`config.mk`:
```
export PLATFORM = sky130hd
export DESIGN_NAME = alu32_eq
export DESIGN_NICKNAME = d
export VERILOG_FILES = /design/src/rtl/alu32_pkg.sv /design/src/rtl/alu32_bitwise.sv /design/src/rtl/alu32_arith.sv /design/src/rtl/alu32_eq.sv
export SDC_FILE = /design/constraint.sdc
export NUM_CORES = 1
export LEC_CHECK = 0
export BUFFER_PORTS_ARGS = -buffer_cell sky130_fd_sc_hd__clkbuf_2
export CORE_MARGIN = 2
export CORE_UTILIZATION = 53
export DETAILED_ROUTE_END_ITERATION = 8
export PLACE_DENSITY = 0.76
export SETUP_SLACK_MARGIN = 0.4
export SYNTH_ARGS = -nofsm -noshare
export SYNTH_HDL_FRONTEND = slang
export SYNTH_HIERARCHICAL = 1
export SYNTH_SLANG_ARGS = --single-unit
```
`constraint.sdc`:
```
create_clock -name vclk -period 6.8
set_input_delay 0.34 -clock vclk [all_inputs]
set_output_delay 0.34 -clock vclk [all_outputs]
set_load 0.005 [all_outputs]
```
`src/rtl/alu32_pkg.sv`:
```
package alu32_pkg;
  localparam int unsigned DATA_W = 32;
  localparam int unsigned OP_W   = 4;

  typedef enum logic [OP_W-1:0] {
    OP_AND = 4'b0000,
    OP_OR  = 4'b0001,
    OP_ADD = 4'b0010,
    OP_SUB = 4'b0110,
    OP_SLT = 4'b0111,
    OP_NOR = 4'b1100
  } alu_op_e;
endpackage

```
`src/rtl/alu32_bitwise.sv`:
```
module alu32_bitwise #(
  parameter int unsigned WIDTH = 32
) (
  input  logic [WIDTH-1:0] a_i,
  input  logic [WIDTH-1:0] b_i,
  output logic [WIDTH-1:0] and_o,
  output logic [WIDTH-1:0] or_o,
  output logic [WIDTH-1:0] nor_o
);
  // One slice per bit; the three outputs share nothing but the inputs.
  for (genvar g = 0; g < WIDTH; g++) begin : g_slice
    always_comb begin
      and_o[g] = a_i[g] & b_i[g];
      or_o[g]  = a_i[g] | b_i[g];
      nor_o[g] = ~(a_i[g] | b_i[g]);
      // NOR and AND can never both be 1 in one bit
      p_nor_and_excl_r3: assert (!(and_o[g] && nor_o[g]));
      // exactly one of OR and NOR is set in every bit
      p_or_nor_cover_r2: assert (or_o[g] ^ nor_o[g]);
    end
  end
endmodule

```
`src/rtl/alu32_arith.sv`:
```
module alu32_arith #(
  parameter int unsigned WIDTH = 32
) (
  input  logic [WIDTH-1:0] a_i,
  input  logic [WIDTH-1:0] b_i,
  output logic [WIDTH-1:0] sum_o,
  output logic [WIDTH-1:0] diff_o,
  output logic [WIDTH-1:0] slt_o,
  output logic             zero_o
);
  localparam int unsigned MSB = WIDTH - 1;

  logic [WIDTH:0] sub_ext;
  logic           ovf;

  always_comb begin
    sum_o   = a_i + b_i;
    sub_ext = {1'b0, a_i} + {1'b0, ~b_i} + {{WIDTH{1'b0}}, 1'b1};
    diff_o  = sub_ext[MSB:0];
    ovf     = (a_i[MSB] ^ b_i[MSB]) & (a_i[MSB] ^ diff_o[MSB]);
    slt_o   = '0;
    slt_o[0] = diff_o[MSB] ^ ovf;
    zero_o  = (diff_o == '0);

    // taking b back off the sum gives a again
    p_add_wrap_r4: assert (WIDTH'(sum_o - b_i) == a_i);
    // adding b back onto the difference gives a again
    p_sub_wrap_r5: assert (WIDTH'(diff_o + b_i) == a_i);
    // the less-than result is 0 or 1 only
    p_slt_bin_r6: assert (slt_o[MSB:1] == '0);
    // when the signs differ, the negative operand is the smaller
    p_slt_sign_r6: assert ((a_i[MSB] == b_i[MSB]) || (slt_o[0] == a_i[MSB]));
    // the zero test on the difference agrees with direct comparison
    p_eq_match_r7: assert (zero_o == (a_i == b_i));
  end
endmodule

```
`src/rtl/alu32_eq.sv`:
```
module alu32_eq
  import alu32_pkg::*;
#(
  parameter int unsigned WIDTH = DATA_W
) (
  input  logic [WIDTH-1:0] a_i,
  input  logic [WIDTH-1:0] b_i,
  input  logic [OP_W-1:0]  op_i,
  output logic [WIDTH-1:0] result_o,
  output logic             equal_o
);
  logic [WIDTH-1:0] and_w, or_w, nor_w;
  logic [WIDTH-1:0] sum_w, diff_w, slt_w;
  logic             zero_w;

  alu32_bitwise #(.WIDTH(WIDTH)) u_bitwise (
    .a_i   (a_i),
    .b_i   (b_i),
    .and_o (and_w),
    .or_o  (or_w),
    .nor_o (nor_w)
  );

  alu32_arith #(.WIDTH(WIDTH)) u_arith (
    .a_i    (a_i),
    .b_i    (b_i),
    .sum_o  (sum_w),
    .diff_o (diff_w),
    .slt_o  (slt_w),
    .zero_o (zero_w)
  );

  // output select is combinational, no storage on the path
  always_comb begin
    equal_o = 1'bx;
    case (alu_op_e'(op_i))
      OP_AND:  result_o = and_w;
      OP_OR:   result_o = or_w;
      OP_NOR:  result_o = nor_w;
      OP_ADD:  result_o = sum_w;
      OP_SUB: begin
        result_o = diff_w;
        equal_o  = zero_w;
      end
      OP_SLT:  result_o = slt_w;
      default: result_o = 'x;
    endcase
  end
endmodule

```
==> qor.txt <==
first-pass GRT wire length -> 27640 um
slew margin rel. -> 0.2430
Die Y -> 108.4 um
row count -> 38
register area -> 0 sq um
Max FO, Critical Path -> 11
clock buf count -> 0
Worst Setup EP -> equal_o
Synth warnings -> 6
largest net degree at the start of global routing -> 64
fmax -> 171.6 MHz
Slew @ Worst Pin -> 1131 ps
ant diodes -> 0
cells after synthesis -> 859
Die X-Extent -> 108.4 um
Via density -> 6.086
final wirelength -> 17320 um
Resized Gates After CTS -> 0
setup TNS -> 0 ps
DRT antenna net count -> 0
commonest non-fill, non-tap cell in the layout -> clkbuf_2
Max Cap Viol -> 0
Yosys cell types -> 71
RD Place Congestion -> 0.9979
slowest CP cell -> or4b_1
Max Transition Viols Final -> 0
layout cells sized above 1 -> 0.1698
Via Count -> 6372
syn_area_per_cell -> 6.721 sq um
CP max stage delay -> 450 ps
Final nets -> 1042
critical path arrival -> 5490 ps
CP startpoint -> b_i[10]
P&R area growth vs syn -> 5.592%
Setup Buffers After CTS -> 0
fin crit share -> 0.8569
sequential cell count -> 0
Pleak -> 2.842 nW
initial antenna violation count -> 0
sequential-to-total area share from yosys stat -> 0
Core ar. -> 10750 sq um
number of global-route vias before repair -> 5555
peak supply drop -> 0.04236 mV
cell taking the most area after synthesis -> ha_1
Netlist Area Pre-Place -> 5773 sq um
CP Launch Type -> input pin
Pwr per Cell Area -> 90.32 nW/um^2
initial core utilization -> 0.5373
post-synth top area share -> 0.1344
endpoints failing hold -> 0
crit path cell chain -> clkbuf_2, inv_1, ha_1, a211oi_1, o21bai_1, a21o_1, a2111oi_0, a21oi_1, a221o_1, a41o_1, a21o_1, a21oi_1, fa_1, inv_1, nor4_1, or4b_1, or4_1, nor4_2, nand4b_1, nor4_1, and4b_1, clkbuf_2
GRT Total Usage -> 0.2855
port bufs -> 101
hold-fix buffer count after cts -> 0
DR pass1 iterations -> 5
commonest cells after routing, fill and taps aside -> 101 x clkbuf_2, 95 x nor2_1, 69 x inv_1, 62 x ha_1, 50 x xnor2_1
Crit. End Element -> output pin
CP Class -> input pin to output pin
run status -> complete, no violations
Worst Path Required -> 6460 ps
Worst Hold Class -> input pin to output pin
DRC errors left -> 0
Top Ports -> 101
Final setup viols -> 0
wire per inst -> 16.54 um
RSZ-0062 raised after global routing -> no
die area -> 11740 sq um
Final HPWL DP -> 13530 um
DR iter-0 viols -> 517
total grt overflow -> 0
largest cells by area after synthesis -> ha_1 13%, xnor2_1 7.6%, nor2_1 6.2%
Fin Hold WS -> 1159 ps
Min Clock Period, post-route -> 5827 ps
metrics by stage:
stage	worst slack, ps	cell area [sq um]	std cells	util	total power [mW]
after floorplan	1797	5886	889	-	0.4055
after global placement	1219	6096	1047	0.5673	0.5364
after detailed placement	1071	6096	1047	0.5673	0.5384
after CTS	1003	6096	1047	0.5673	0.5413
after global routing	475.0	6096	1047	0.5673	0.6043
final	973.1	6096	1047	0.5673	0.5506
cell type report:
cell class | count | area (sq um)
Multi-Input combinational cell | 730 | 5104
Fill cell | 1124 | 4649
Timing Repair Buffer | 108 | 558.0
Inverter | 69 | 259.0
Tap cell | 140 | 175.2
power breakdown:
group / switching [mW] / total [mW] / internal (mW)
combinational: 0.325 / 0.551 / 0.225
sequential: 0 / 0 / 0
clock: 0 / 0 / 0
total: 0.325 / 0.551 / 0.225
cell families after synthesis:
kind of cell	share of synthesized area
AOI/OAI and AO/OA	0.3739
xor gates and xnor gates	0.08799
adders and majority gates	0.1448
buffers and inverters	0.1357
muxes	0.001734
other	0.0006496
and+or+nand+nor	0.2553
how the worst min path moves through the flow:
stage	startpoint	endpoint	slack, ps	depth (start not counted)
floorplan	op_i[2]	result_o[14]	830	3
detailed placement	b_i[9]	result_o[9]	1160	4
finish	b_i[9]	result_o[9]	1160	4
global placement	b_i[9]	result_o[9]	1150	4
CTS	b_i[26]	result_o[26]	1160	4
global route	b_i[30]	result_o[30]	1200	4
Yosys cell counts, types with 15 or more instances:
cell,n
a21oi_1,49
a22o_1,15
a22oi_1,47
a31oi_1,37
and2_2,32
and3_1,20
buf_2,20
buf_4,33
clkbuf_1,29
ha_1,62
inv_1,69
nand2_1,25
nor2_1,95
o21ai_0,30
o21bai_1,17
o22a_1,16
o2bb2ai_1,16
or2_1,33
xnor2_1,50
critical path, delay by kind of cell:
kind	cells	cell delay, ps
compound gates	9	2210
fa+ha+maj	2	620
buf+inv	4	330
simple gates	7	1950
per-layer routing:
layer | up-vias | GRT usage | routed length, um
li1 | 3139 | - | -
met1 | 2987 | 0.3990 | 7896
met2 | 234 | 0.5076 | 8299
met3 | 12 | 0.004822 | 985
met4 | 0 | 0.02839 | 134
met5 | - | 0 | 0
(Power assumes the default switching activity.)
